===== src/rtl/pkt_tx_pkg.sv =====
package pkt_tx_pkg;

  typedef enum logic [1:0] {
    KIND_POSTED_DATA = 2'd0,
    KIND_CPL_DATA    = 2'd1,
    KIND_NONPOSTED   = 2'd2,
    KIND_NO_PAYLOAD  = 2'd3
  } pkt_kind_e;

  // Beat position inside a packet, saturating: 0 start, 1 second, 2 later.
  localparam int BEAT_IDX_W = 2;

  function automatic logic kind_may_nullify(input logic [1:0] kind);
    return (kind == KIND_POSTED_DATA) || (kind == KIND_CPL_DATA);
  endfunction

  function automatic logic [BEAT_IDX_W-1:0] beat_idx_next(input logic [BEAT_IDX_W-1:0] idx);
    return (idx >= 2'd2) ? 2'd2 : idx + 2'd1;
  endfunction

  // Error pulse slot: second beat, neither start nor end.
  function automatic logic is_err_slot(input logic [BEAT_IDX_W-1:0] idx,
                                       input logic sop, input logic eop);
    return (idx == 2'd1) && !sop && !eop;
  endfunction

endpackage


===== src/rtl/ptx_ready_pipe.sv =====
module ptx_ready_pipe #(
  parameter int LAT = 2
) (
  input  logic clk,
  input  logic rst_n,
  input  logic ready_in,
  output logic grant
);
  logic [LAT-1:0] hist;

  generate
    if (LAT == 1) begin : g_one
      always_ff @(posedge clk) begin
        if (!rst_n) hist <= '0;
        else        hist <= ready_in;
      end
    end else begin : g_many
      always_ff @(posedge clk) begin
        if (!rst_n) hist <= '0;
        else        hist <= {hist[LAT-2:0], ready_in};
      end
    end
  endgenerate

  // Oldest stage grants the current cycle.
  assign grant = hist[LAT-1];
endmodule


===== src/rtl/ptx_startup_gate.sv =====
module ptx_startup_gate #(
  parameter int HOLD = 2
) (
  input  logic clk,
  input  logic rst_n,
  output logic open
);
  localparam int CW = $clog2(HOLD + 1);
  localparam logic [CW-1:0] LIMIT = CW'(HOLD);

  logic [CW-1:0] cnt;

  always_ff @(posedge clk) begin
    if (!rst_n)             cnt <= '0;
    else if (cnt != LIMIT)  cnt <= cnt + 1'b1;
  end

  assign open = (cnt == LIMIT);
endmodule


===== src/rtl/ptx_nullify_ctrl.sv =====
module ptx_nullify_ctrl
  import pkt_tx_pkg::*;
(
  input  logic       clk,
  input  logic       rst_n,
  input  logic       beat,
  input  logic       w_sop,
  input  logic       w_eop,
  input  logic [1:0] w_kind,
  input  logic       w_req,
  output logic       err,
  output logic       gap
);
  logic                  armed;
  logic                  in_pkt;
  logic                  nulled;
  logic [BEAT_IDX_W-1:0] idx;

  assign err = beat && armed && in_pkt && is_err_slot(idx, w_sop, w_eop);

  always_ff @(posedge clk) begin
    if (!rst_n) begin
      armed  <= 1'b0;
      in_pkt <= 1'b0;
      nulled <= 1'b0;
      idx    <= '0;
      gap    <= 1'b0;
    end else begin
      gap <= beat && w_eop && !w_sop && nulled;
      if (beat) begin
        if (w_sop) begin
          armed  <= w_req && kind_may_nullify(w_kind);
          in_pkt <= !w_eop;
          idx    <= 2'd1;
          nulled <= 1'b0;
        end else begin
          idx <= beat_idx_next(idx);
          if (w_eop) begin
            in_pkt <= 1'b0;
            armed  <= 1'b0;
            nulled <= 1'b0;
          end else begin
            nulled <= nulled | err;
          end
        end
      end
    end
  end
endmodule


===== src/rtl/pkt_tx_ctrl.sv =====
module pkt_tx_ctrl #(
  parameter int DW   = 16,
  parameter int LAT  = 2,
  parameter int HOLD = 2
) (
  input  logic          clk,
  input  logic          rst_n,
  input  logic          src_empty,
  input  logic [DW-1:0] src_data,
  input  logic          src_sop,
  input  logic          src_eop,
  input  logic [1:0]    src_kind,
  input  logic          src_nullify,
  output logic          src_pop,
  input  logic          snk_ready,
  output logic          tx_valid,
  output logic [DW-1:0] tx_data,
  output logic          tx_sop,
  output logic          tx_eop,
  output logic          tx_err
);
  logic grant;
  logic open;
  logic gap;
  logic beat;
  logic err;

  ptx_ready_pipe #(.LAT(LAT)) u_pipe (
    .clk(clk), .rst_n(rst_n), .ready_in(snk_ready), .grant(grant)
  );

  ptx_startup_gate #(.HOLD(HOLD)) u_gate (
    .clk(clk), .rst_n(rst_n), .open(open)
  );

  assign beat = grant && open && !src_empty && !gap;

  ptx_nullify_ctrl u_null (
    .clk(clk), .rst_n(rst_n), .beat(beat),
    .w_sop(src_sop), .w_eop(src_eop), .w_kind(src_kind), .w_req(src_nullify),
    .err(err), .gap(gap)
  );

  assign src_pop  = beat;
  assign tx_valid = beat;
  assign tx_data  = src_data;
  assign tx_sop   = beat && src_sop;
  assign tx_eop   = beat && src_eop;
  assign tx_err   = err;
endmodule


===== config.mk =====
export PLATFORM = sky130hd
export DESIGN_NAME = pkt_tx_ctrl
export DESIGN_NICKNAME = d
export VERILOG_FILES = /design/src/rtl/pkt_tx_pkg.sv /design/src/rtl/ptx_ready_pipe.sv /design/src/rtl/ptx_startup_gate.sv /design/src/rtl/ptx_nullify_ctrl.sv /design/src/rtl/pkt_tx_ctrl.sv
export SDC_FILE = /design/constraint.sdc
export NUM_CORES = 1
export LEC_CHECK = 0
export ABC_AREA = 1
export BUFFER_PORTS_ARGS = -buffer_cell sky130_fd_sc_hd__buf_4
export CAP_MARGIN = 20
export CORE_MARGIN = 8
export CORE_UTILIZATION = 33
export CTS_CLUSTER_SIZE = 8
export DETAILED_ROUTE_END_ITERATION = 12
export PLACE_DENSITY = 0.72
export SLEW_MARGIN = 15
export SYNTH_ARGS = -nofsm -noshare
export SYNTH_HDL_FRONTEND = slang
export SYNTH_HIERARCHICAL = 1
export SYNTH_SLANG_ARGS = --single-unit

===== constraint.sdc =====
create_clock -name clk -period 1.3 [get_ports clk]
set_input_delay 0.26 -clock clk [delete_from_list [all_inputs] [get_ports clk]]
set_output_delay 0.26 -clock clk [all_outputs]
set_load 0.02 [all_outputs]

After elaboration in Yosys (flattened, before gate mapping)
Cells that the tools add are included.
{ "totals": {"latchBits": 0, "ramBits": 0, "inputBits": 25, "output_inout_bits": 21, "memories": 0, "wordCells": 43, "romBits": 0, "register_bits": 10} }
{ "op_classes": {"n_eq_ne": 4, "bitwise_logic": 1, "reduce_logical": 21, "addsub": 2, "n_mux": 7, "n_lt_le_gt_ge": 1, "n_mul": 0, "n_div": 0, "shift": 0} }
{ "ops": {"columns": ["cell", "n"], "rows": [
  ["$logic_and A1 B1 Y1", 13],
  ["$mux W1", 5],
  ["$add A2 B1 Y2 const B", 2],
  ["$eq A2 B1 Y1 const B", 2],
  ["$logic_not A1 Y1", 4],
  ["$mux W2", 2],
  ["$eq A2 B2 Y1 const B", 1],
  ["$ge A2 B2 Y1 const B", 1],
  ["$logic_not A2 Y1", 1],
  ["$ne A2 B2 Y1 const B", 1],
  ["$reduce_and A2 Y1", 1],
  ["$reduce_bool A2 Y1", 1],
  ["$logic_or A1 B1 Y1", 1],
  ["$or A1 B1 Y1", 1]
]} }

Longest topological paths before layout
Gate-level depths: netlist (run 1).
{ "depth": {"ltp_word": 10, "depth_mapped": 10} }

Modules after synthesis
The synthesis (run 1) kept the hierarchy.
{ "modules_own_cells": {"columns": ["module", "cells_each", "instances", "area_per_inst_um2"], "rows": [
  ["ptx_nullify_ctrl", 37, 1, 254.0],
  ["pkt_tx_ctrl", 26, 1, 161.4],
  ["ptx_startup_gate", 14, 1, 102.6],
  ["ptx_ready_pipe", 6, 1, 55.1]
]} }

Worst setup path before layout (run 1)
No wires, ideal clock.
{ "synth_path": {"kind": "reg-to-output", "start": "register u_gate.cnt[0]", "end": "output tx_err", "arrival_ns": 1.291, "path_buffers": 0, "path_slack_ns": -0.251, "stages_incl_launch_ff": 11, "cell_sequence": "dfxtp_1 -> inv_1 -> ha_1 -> nand2_1 -> inv_1 -> nand2_1 -> inv_1 -> nand2_1 -> nor2_1 -> nand2_1 -> inv_1"} }
{ "synth_between": {"elab_chain_cells": 7} }
{ "synth_lines": {"columns": ["element", "line", "source"], "rows": [
  ["start: declaration", "ptx_startup_gate.sv:11", "logic [CW-1:0] cnt;"],
  ["start signal: assignment", "ptx_startup_gate.sv:15", "else if (cnt != LIMIT) cnt <= cnt + 1'b1;"],
  ["$eq A2 B2 Y1", "ptx_startup_gate.sv:18", "assign open = (cnt == LIMIT);"],
  ["via open", "pkt_tx_ctrl.sv:23", "logic open;"],
  ["$logic_and A1 B1 Y1 (3 in series)", "pkt_tx_ctrl.sv:36", "assign beat = grant && open && !src_empty && !gap;"],
  ["via src_pop", "pkt_tx_ctrl.sv:14", "output logic src_pop,"],
  ["$logic_and A1 B1 Y1 (3 in series)", "ptx_nullify_ctrl.sv:19", "assign err = beat && armed && in_pkt && is_err_slot(idx, w_sop, w_eop);"],
  ["end: declaration", "pkt_tx_ctrl.sv:20", "output logic tx_err"]
]} }
The timed path passes the listed nets, and every way through them passes these cells.

Worst setup path after layout (run 1)
{ "layout_path": {"start": "register u_gate.cnt[0]", "end": "output tx_err"} }
{ "layout_between": {"elab_chain_cells": 7} }
{ "layout_lines": {"columns": ["element", "line"], "rows": [
  ["$eq A2 B2 Y1", "ptx_startup_gate.sv:18"],
  ["via open", "pkt_tx_ctrl.sv:23"],
  ["$logic_and A1 B1 Y1 (3 in series)", "pkt_tx_ctrl.sv:36"],
  ["$logic_and A1 B1 Y1 (3 in series)", "ptx_nullify_ctrl.sv:19"]
]} }
The timed path passes the listed nets, and every way through them passes these cells.

==> results of run 1 <==
==> cell families after synthesis <==
group / after synthesis
buffers and inverters: 33
and+or+nand+nor: 32
AOI/OAI and AO/OA: 6
adders and majority gates: 2
DFF: 10
==> where the power goes <==
group          internal [W]  switching (W)
Clock              0.000106      0.0000931
Sequential         0.000339      0.0000199
Combinational      0.000102      0.0000949
Total              0.000546       0.000208
==> routing by layer <==
metal	part of all wire [%]	track usage, %	vias up	routed length, µm
li1	-	-	241	-
met1	43	6.21	191	449
met2	44	9.65	19	462
met3	10	3.53	2	108
met4	2.6	8.04	0	27
met5	0	0	-	0
==> path summary, 6_finish.rpt <==
kind / to / cells past startpoint / slack, ns / from
worst min register to register: u_pipe/hist[1]$_SDFF_PN0_ / 2 / 0.41 / u_pipe/hist[0]$_SDFF_PN0_
worst min-delay path: u_pipe/hist[0]$_SDFF_PN0_ / 3 / 0.19 / snk_ready
worst max register to register: u_null/nulled$_SDFFE_PN0P_ / 10 / 0.08 / u_gate/cnt[0]$_SDFFE_PN0P_
worst max-delay path: tx_err / 11 / -0.27 / u_gate/cnt[0]$_SDFFE_PN0P_
==> flip-flops by register name (all words and copies together), names as in the netlist <==
register,count
u_pipe/hist,2
u_null/nulled,1
u_null/armed,1
u_gate/cnt,2
u_null/in_pkt,1
u_null/idx,2
u_null/gap,1
==> tightest hold or removal path, delay by kind of cell <==
kind                   cells  cell delay, ns
AND/OR/NAND/NOR            1            0.04
buffers and inverters      2            0.12
==> cells in the final DEF, fill, tap and decap left out, drive strengths merged <==
cell and count:
a21oi 4, buf 18, clkbuf 3, dfxtp 10
ha 2, inv 16, nand2 18, nand3 2
nor2 11, nor4 1, o21ai 1, o22ai 1
==> final cells by class <==
class,count,area share [%]
clock buffers,3,3.23
multi-input cells,40,34.2
well taps,17,3.05
inverters,16,8.96
flip-flops and latches,10,29.0
repair buffers,18,21.5
==> through the flow <==
step	TNS (ns)	total power (W)	cells
2_1_floorplan	-0.0412	0.000538	83
3_3_place_gp	-0.0643	0.000545	100
3_5_place_dp	-0.0649	0.000557	100
4_1_cts	-1.29	0.000767	105
5_1_grt	-1.64	0.000820	104
6_report	-1.16	0.000754	104
==> what timing repair did <==
action / in CTS / in global routing
setup endpoints to repair: 5 / 7
hold buffers: 0 / 0
endpoints found under the hold margin: 0 / 0
buffers inserted: 2 / 0
pin swaps: 1 / 1
gates resized for setup: 4 / 10
==> summary by stage, run 1 <==
Synth
The combinational family with the most area after synthesis is buffers and inverters. The share of synthesized registers carrying an async set or reset is 0%. After synthesis the cells add up to 573 µm². The synthesized design spends more area on one cell type than any other, namely dfxtp_1.

The share of synthesized cell area in and, or, nand and nor gates is between 20% and 30%. The xor-xnor portion of the synthesized cell area is 0%. The synthesized flop and latch total is 10. Summed over its instances, the top area cell type makes up between 30% and 40% of the synthesized netlist area. The complex-gate fraction of the synthesized area is under 10%. Sequential elements use a little over a third of the synthesized area. The synthesized netlist cell count is slightly above 80. Measured against the total synthesized area, the mux share comes to 0%. The netlist uses 13 different library cells. The mean instance size in the synthesized netlist is approximately 6.9 µm². The synthesized netlist devotes 4.37% of its cell area to adder and majority cells.

Counting flops with a built-in enable in the synthesized netlist gives 0. During synthesis, Yosys emitted a total of 6 warnings. The prevailing post-synth register cell is dfxtp_1. By instance count, the leading cell after synthesis is nand2_1. The net count after synthesis is 110.

Counting instances in the post-synthesis netlist gives the leading cell types as 18 x nand2_1, 17 x buf_4, 15 x inv_1. By area the synthesized netlist is led by dfxtp_1 35%, buf_4 22%, nand2_1 12%.

Pwr
The maximum ir drop on the vdd rail is roughly 0.62 mV. The leakage power is between 0.3 and 0.4 nW. Dividing total power by cell area gives a power density of 1080 nW/µm².

Cells and area
The sequential cells in the finished layout cover a total of roughly 200 µm². In the final layout, the multi-input gates occupy approximately 240 µm². The post-route cell area is 698 µm². The final-layout fill cell count is roughly 170.

The area growth from synthesis to layout is 21.8%. The share of final-layout standard cells stronger than drive strength 1 is a little over two fifths. The number of inserted diodes is 0. After the last flow step, the layout net total stands at approximately 120. The final standard cell utilization of the core is a little over two fifths.

Placed design
The placer congestion estimate is between 0.7 and 0.8. The quantity of I/O buffers inserted on ports is 12. At the placement stage, the worst setup path has a slack of -0.0649 ns. The placed instances occupy a cell area of between 600 and 700 µm². Detailed placement ended at an HPWL of approximately 800 µm.

Clock network
The number of buffers on the longest clock path is 2. The H-tree depth is 1. For the worst-skew pair, the clock arrives at the later sink with an insertion delay of ~0.25 ns. The TritonCTS buffer count is 3. The number of sinks handled by clock tree synthesis is 10.

The clock slew seen by the registers of the worst setup and hold paths is 0.06 ns. TritonCTS built the clock tree. The cell at the root of the clock tree is clkbuf_4.

STA
After layout, the worst setup slack is -0.269 ns. The final critical path time including I/O delays and setup is roughly 1.6 ns. The final period utilization is 121%. Setup violations remaining at the end of the flow were counted as 5.

The number of hold violations in the final report is 0. The final clock skew is around 0.0014 ns. Setup repair after global routing could not meet its margin everywhere. For the pin with the worst max-slew slack, the measured transition is a little over 0.2 ns. The highest clock frequency the design can meet is roughly 640 MHz. Measured against its own limit, the worst slew margin works out to roughly 86%. The max-slew violation count came to 0. The tightest hold path in the finished design has a slack of 0.187 ns.

Floorplan
The initial standard-cell utilization of the core is 34.3%. The die covers between 3000 and 4000 µm². The core region is roughly 1700 µm². The number of ports placed on the die boundary is 46.

The die is between 50 and 60 µm wide. The number of rows in the core area is 15. The vertical extent of the die is about 58 µm.

Setup path
The kind of start point of the critical path is a flop. Grouping stages by cell kind, the critical path spends the most delay in buffers and inverters. The largest fanout of any net on the critical path is 2. The worst setup path is captured at a primary output.

The signal on the critical path passes through inv_2 > ha_4 > nand2_1 > inv_1 > nand2_2 > inv_4 > nand2_2 > nor2_2 > nand2_1 > inv_2 > buf_6. On the worst path, the slowest cell contributes a delay of ~0.32 ns. The worst path required time is between 1 and 1.5 ns. The critical path buffer and inverter count is 5.

The worst setup path is of the reg -> out kind. For this design, the slowest cell found on the critical path is dfxtp_2. At the worst endpoint, the arrival time is between 1 and 1.5 ns.

Routing
The via count normalized by instance count is ~4.4. In the routed design, unresolved DRC markers number 0. The first TritonRoute pass finished after 2 iterations. Across all layers, the routed design uses about 450 vias.

After the first detailed-routing iteration, the DRC count stood at 7. In this run the remaining antenna-violating nets after routing total 0. The average wire length per cell after detail routing is between 10 and 15 µm.

The total wire length after detailed routing is between 1 and 1.5 mm.

Job
Across the run, the number of max-cap violations was 0.

Global routing
The number of global-route vias before repair is 409. The number of antenna violations at the first check in global routing is 0. The pin count of the biggest net entering global routing is 10. Summed over all layers, the global routing overflow is 0. The first global-routing pass estimated roughly 1.7 mm of wire.

The total track usage is under 10%.

Run status
The run finished, with violations left. The final reports fail on setup timing.

Hold path
The tightest min-delay check is of the in -> reg type.
(Power assumes the default switching activity.)
==> run 2: changes to the inputs <==
CORE_ASPECT_RATIO = 0.8   (was not set)
CORE_MARGIN = 5   (was 8)
==> run 2 against run 1 <==
Against the previous run:
- the flow still finishes with violations (setup timing)
- sequential share of layout area down 1.5 points
- hold slack worse by 0.015 ns
- design area rose by 5.6%
- cell count increased by 5.8%
- count of clock-buffer cells in the layout rose by 1
- combinational power rose by 6%
- sequential power barely moved
- critical endpoint unchanged
- largest cell class unchanged
- highest routed layer unchanged
==> summary by stage, run 2 (synthesized netlist as in run 1, its figures left out) <==
Setup path
The signal on the critical path passes through inv_2 > ha_4 > nand2_2 > inv_2 > nand2_4 > inv_4 > nand2_2 > nor2_2 > nand2_2 > inv_2 > buf_6. STA classifies the critical path startpoint as a flop. The critical setup path kind is reg -> out. The worst path required time came to 1.04 ns (about the same). The critical path buffer and inverter count was 5 (unchanged). The data arrival time of the critical path is 1.35 ns (+0.04 ns).

STA classifies the critical path endpoint as a primary output. The largest fanout of any net on the critical path is 2 (unchanged). The library cell contributing the largest single delay on the critical path is dfxtp_2.

Broken down by cell family, the worst path's largest delay share belongs to buffers and inverters. The worst stage delay on the critical path is 0.32 ns (about the same).

Global routing
The wire length of the first global-routing pass was 1.68 mm (-0.42%). The total track usage was 8.73% (+2.0 points). The pin count of the biggest net entering global routing is 10 (unchanged). The total congestion overflow after global routing is 0 (unchanged). The number of global-route vias before repair was 405 (-0.98%). The number of antenna violations at the first check in global routing is 0 (unchanged).

Floorplan
The initial standard-cell utilization of the core is 34.9% (+0.57 points). The area of the die is 2680 µm² (-20%). The vertical extent of the die is 47.3 µm (-18%). The number of rows in the core area is 13 (-2). The floorplan core area is 1640 µm² (-1.6%). The number of ports placed on the die boundary is 46 (unchanged). The horizontal extent of the die is 56.6 µm (-1.9%).

STA
The number of hold violations in the final report is 0 (unchanged). The highest clock frequency the design can meet is 620 MHz (-2.7%). The worst max-slew margin expressed relative to the limit was 85.0% (-1.5 points). The final clock skew is 0.00247 ns (+0.00106 ns).

The final period utilization is 124% (+3.3 points). The max-slew violation count came to 0 (unchanged). Setup repair after global routing could not meet its margin everywhere. The pin slew with the least headroom to its limit was 0.223 ns (+0.0221 ns). The final critical path time including I/O delays and setup is 1.61 ns (+0.0435 ns).

The setup violation total in the final timing report came to 5 (unchanged). The least setup slack across all paths after layout was -0.313 ns (-0.0435 ns).

Routing
The via count normalized by instance count was 4.38 (+0.60%). The remaining design rule violation count is 0 (unchanged). The number of search-and-repair iterations in the first detailed-routing pass was 4 (+2). The total wire length after detailed routing came to 1.11 mm (+5.5%). The average wire length per cell after detail routing is 10.1 µm (-0.22%).

The initial DRC count is 3 (-4). The post-detailed-route count of antenna-violating nets is 0 (unchanged). The detailed-route via count is 482 (+6.4%).

Clock network
The H-tree depth was 1 (unchanged). The number of buffers on the longest clock path is 2 (unchanged). The clock insertion delay at the later pin of the skew report was 0.26 ns (about the same). The clock slew seen by the registers of the worst setup and hold paths came to 0.06 ns (about the same). The cell at the root of the clock tree is clkbuf_4. The number of sinks handled by clock tree synthesis is 10 (unchanged).

The number of buffers inserted by hold repair at cts is 0 (unchanged). The CTS tree is done. The TritonCTS buffer count was 3 (unchanged). The buffer count from post-CTS setup fixing came to 0 (-2).

Cells and area
The final-layout fill cell count is 172 (+3.6%). In the final layout, the registers with the most flip-flops are u_gate/cnt x2, u_null/idx x2, u_pipe/hist x2. The final standard cell utilization of the core was 44.9% (+3.1 points). The final net count is 116 (unchanged).

The number of inserted diodes is 0 (unchanged). The post-route cell area is 737 µm² (+5.6%). The library cells used most frequently in the layout, excluding fill and tap cells, are 12 x buf_4, 12 x nand2_1, 11 x inv_1. The share of final-layout standard cells stronger than drive strength 1 was 46.6% (+4.1 points). The area growth from synthesis to layout is 28.6%.

Pwr
The maximum ir drop on the vdd rail is 0.490 mV (-21%). The overall power consumption is 0.000844 W (+12%). The power per cell area is 1150 nW/µm² (+6.0%). The leakage power is 0.388 nW (+4.1%).

Job
The max capacitance violation total is 0 (unchanged).

Placed design
The placer congestion estimate is 0.825 (+12%). The quantity of I/O buffers inserted on ports is 12 (unchanged). The total cell area at the placement stage was 628 µm² (+2.2%).

The HPWL after detailed placement came to 758 µm (-5.5%). The post-placement worst setup slack is -0.0887 ns (-0.0238 ns).

Run status
The checks that failed: setup timing. The flow ran to the end, but the final reports show violations.

Hold path
In this run the worst hold path is classified as in -> reg.
==> run 2: per-stage QoR <==
stage | hold WS (ns) | std cells | TNS (ns)
floorplan | 0.337 | 83 | -0.0412
global placement | 0.402 | 106 | -0.0607
detailed placement | 0.402 | 106 | -0.0887
CTS | 0.158 | 110 | -1.38
global route | 0.166 | 110 | -1.88
finish | 0.173 | 110 | -1.26
==> run 2: worst paths after layout <==
check	from	to	slack (ns)	cells past startpoint
worst min register to register	u_pipe/hist[0]$_SDFF_PN0_	u_pipe/hist[1]$_SDFF_PN0_	0.41	2
worst max register to register	u_gate/cnt[0]$_SDFFE_PN0P_	u_null/gap$_SDFF_PN0_	0.08	9
worst max-delay path	u_gate/cnt[0]$_SDFFE_PN0P_	tx_err	-0.31	11
worst min-delay path	snk_ready	u_pipe/hist[0]$_SDFF_PN0_	0.17	3
==> run 2: routing by layer <==
layer | wire length [µm] | GRT usage (%) | up-vias
met5 | 0 | 0 | -
met4 | 48 | 13.3 | 0
met3 | 131 | 3.30 | 8
met2 | 485 | 12.2 | 26
met1 | 441 | 8.72 | 208
li1 | - | - | 240
==> run 2: layout make-up <==
type / count / area, µm² / share of cell area [%]
multi-input combinational: 40 / 250 / 34.0
sequential: 10 / 203 / 27.5
timing repair buffer: 18 / 158 / 21.4
inverter: 16 / 62.6 / 8.49
clock buffer: 4 / 36.3 / 4.92
tap: 22 / 27.5 / 3.74
==> run 2: what timing repair did <==
item / CTS / global route
resized for setup: 4 / 17
pin swaps: 2 / 3
endpoints found under the setup margin: 5 / 10
==> run 2: where the power goes <==
part / total [W] / switching, W / internal [W]
clock network: 0.000278 / 0.000107 / 0.000170
registers: 0.000358 / 0.0000199 / 0.000338
logic: 0.000208 / 0.000101 / 0.000107
total: 0.000844 / 0.000229 / 0.000615
==> run 2: tightest hold or removal path, delay by kind of cell <==
family / cells / cell delay [ns]
and+or+nand+nor: 1 / 0.04
buffers and inverters: 2 / 0.11
==> run 3: changes to the inputs <==
CORE_MARGIN = 8   (was 5)
==> run 3 against run 2 <==
Against the previous run:
- the run still ends with setup timing left
- non-clock buffer count up 1
- design area down 1.0%
- sequential share of layout area up 0.28 points
- sequential power about the same
- die area up 25%
- hold slack better by 0.016 ns
- sequential cell count unchanged
- worst setup slack worse by 0.013 ns
- count of clock-buffer cells in the layout unchanged
- critical path depth unchanged
- critical path type unchanged
- largest cell class unchanged
==> summary by stage, run 3 (synthesized netlist as in run 1, its figures left out) <==
Floorplan
The area of the die is 3330 µm² (+25%). The initial standard-cell utilization of the core is 35.2% (+0.35 points). The number of rows in the core area is 13 (unchanged). The vertical extent of the die is 53.3 µm (+13%).

The horizontal extent of the die is 62.6 µm (+11%). The number of ports placed on the die boundary is 46 (unchanged). The floorplan core area is 1630 µm² (-0.99%).

Routing
The via count normalized by instance count is 4.24 (-3.2%). The initial DRC count is 14 (+11). The remaining design rule violation count is 0 (unchanged). The detailed-route via count is 471 (-2.3%). The total wire length after detailed routing is 1.23 mm (+11%).

The number of search-and-repair iterations in the first detailed-routing pass is 4 (unchanged). The average wire length per cell after detail routing is 11.1 µm (+10%). The post-detailed-route count of antenna-violating nets is 0 (unchanged).

STA
The final critical path time including I/O delays and setup is 1.63 ns (+0.0134 ns). The highest clock frequency the design can meet is 615 MHz (-0.82%). The max-slew violation count is 0 (unchanged). The number of hold violations in the final report is 0 (unchanged). The final clock skew was 0.000869 ns (-0.00160 ns). The final period utilization was 125% (+1.0 points). The least setup slack across all paths after layout is -0.326 ns (-0.0134 ns).

The worst max-slew margin expressed relative to the limit came to 85.6% (+0.65 points). The pin slew with the least headroom to its limit was 0.213 ns (-0.00997 ns). The setup violation total in the final timing report is 5 (unchanged). The post-route worst hold slack is 0.189 ns (+0.0159 ns). Setup repair after global routing could not meet its margin everywhere.

Setup path
The worst path required time was 1.04 ns (about the same). The gate family responsible for the most delay along the worst path is simple AND/OR/NAND/NOR gates. The cell type with the highest occurrence count on the critical path is nand2_2. The data arrival time of the critical path is 1.37 ns (+0.02 ns). The worst setup path is captured at a primary output. The largest fanout of any net on the critical path was 2 (unchanged).

The critical path buffer and inverter count came to 5 (unchanged). Traced cell by cell, the critical path runs through inv_2 > ha_4 > nand2_1 > inv_1 > nand2_2 > inv_4 > nand2_2 > nor2_2 > nand2_2 > inv_2 > buf_6. The critical path in this run is classified as reg -> out. The worst stage delay on the critical path is 0.32 ns (about the same). On the critical path, the stage with the largest delay is an instance of dfxtp_2. The worst setup path is launched from a flop.

Cells and area
The most common library cell in the layout ignoring fill and taps is buf_4. The area growth from synthesis to final layout is 27.3%. The share of final-layout standard cells stronger than drive strength 1 is 44.9% (-1.6 points). The number of inserted diodes was 0 (unchanged). The final net count came to 117 (+0.86%). In the layout the commonest cells are 14 x buf_4, 13 x nand2_1, 12 x inv_1. The largest registers in the layout are u_gate/cnt x2, u_null/idx x2, u_pipe/hist x2. The final standard cell utilization of the core came to 44.8% (about the same).

Job
The max capacitance violation total is 0 (unchanged).

Clock network
Clock tree synthesis selected as its root buffer the cell clkbuf_4. The clock insertion delay at the later pin of the skew report is 0.26 ns (about the same). The clock slew seen by the registers of the worst setup and hold paths is 0.07 ns (about the same). The H-tree depth is 1 (unchanged). The number of buffers on the longest clock path is 2 (unchanged). The number of sinks handled by clock tree synthesis is 10 (unchanged). The CTS tree is done. The TritonCTS buffer count is 3 (unchanged).

Global routing
The wire length of the first global-routing pass is 1.76 mm (+5.0%). The total congestion overflow after global routing is 0 (unchanged). The total track usage came to 6.75% (-2.0 points). The number of antenna violations at the first check in global routing is 0 (unchanged). The pin count of the biggest net entering global routing was 10 (unchanged). The number of global-route vias before repair was 411 (+1.5%).

Hold path
The worst hold path belongs to the class in -> reg.

Placed design
The quantity of I/O buffers inserted on ports was 12 (unchanged). The HPWL after detailed placement is 893 µm (+18%). The placer congestion estimate was 0.801 (-2.9%).

Pwr
The leakage power was 0.372 nW (-4.0%). The power per cell area is 1170 nW/µm² (+2.2%). The maximum ir drop on the vdd rail is 0.638 mV (+30%).

Run status
The run finished, with violations left. The checks that failed: setup timing.
run 3: changes by cell type in the layout (fill, tap and decap cells not counted):
| cell | before | now |
|---|---|---|
| buf_4 | 12 | 14 |
| nand3_2 | 1 | 0 |
| nand2_1 | 12 | 13 |
| nor4_1 | 1 | 0 |
| inv_1 | 11 | 12 |
| buf_6 | 6 | 5 |
| nor4_2 | 0 | 1 |
| nand3_1 | 1 | 2 |
| nand2_4 | 3 | 1 |
| nand2_2 | 3 | 4 |
| inv_2 | 4 | 3 |
run 3: layout make-up:
type                       instances  area [µm²]
fill                             166         897
multi-input combinational         40         239
sequential                        10         203
timing repair buffer              19         161
inverter                          16        62.6
clock buffer                       4        36.3
tap                               22        27.5
run 3: worst min-delay path, cell delays in order:
cell     delay [ns]
buf_4          0.08
nand2_1        0.04
inv_1          0.05
run 3: power by group:
group | switching [W] | total [W] | internal (W)
Clock | 0.000109 | 0.000279 | 0.000170
Sequential | 0.0000198 | 0.000358 | 0.000338
Combinational | 0.000105 | 0.000217 | 0.000112
Total | 0.000233 | 0.000854 | 0.000621
run 3: through the flow:
| step | setup WS [ns] | cell area, µm² | cells | setup TNS [ns] | total power, W |
|---|---|---|---|---|---|
| after floorplan | -0.0412 | 593 | 83 | -0.0412 | 0.000538 |
| after global placement | -0.0566 | 628 | 106 | -0.0566 | 0.000548 |
| after CTS | -0.335 | 676 | 110 | -1.32 | 0.000838 |
| after global routing | -0.430 | 729 | 111 | -1.77 | 0.000920 |
| final | -0.326 | 729 | 111 | -1.30 | 0.000854 |
| after detailed placement | -0.0607 | 628 | 106 | -0.0607 | 0.000557 |
run 3: what timing repair did:
action	in CTS	in global routing
gates resized for setup	3	13
endpoints found under the setup margin	5	9
buffers inserted	0	1
pin swaps	2	3
gates cloned	0	0
hold buffers	0	0
run 3: final timing paths:
check	cells past startpoint	slack, ns	to	start
setup / recovery	11	-0.33	tx_err	u_gate/cnt[0]$_SDFFE_PN0P_
hold / removal	3	0.19	u_pipe/hist[0]$_SDFF_PN0_	snk_ready
setup reg to reg	10	0.02	u_null/armed$_SDFFE_PN0P_	u_gate/cnt[0]$_SDFFE_PN0P_
hold reg to reg	2	0.44	u_pipe/hist[1]$_SDFF_PN0_	u_pipe/hist[0]$_SDFF_PN0_
run 3: per-layer routing:
layer	GRT usage, %	vias up	routed length, µm
met4	5.28	0	23
li1	-	241	-
met2	9.61	19	621
met3	3.37	4	96
met5	0	-	0
met1	7.66	207	492
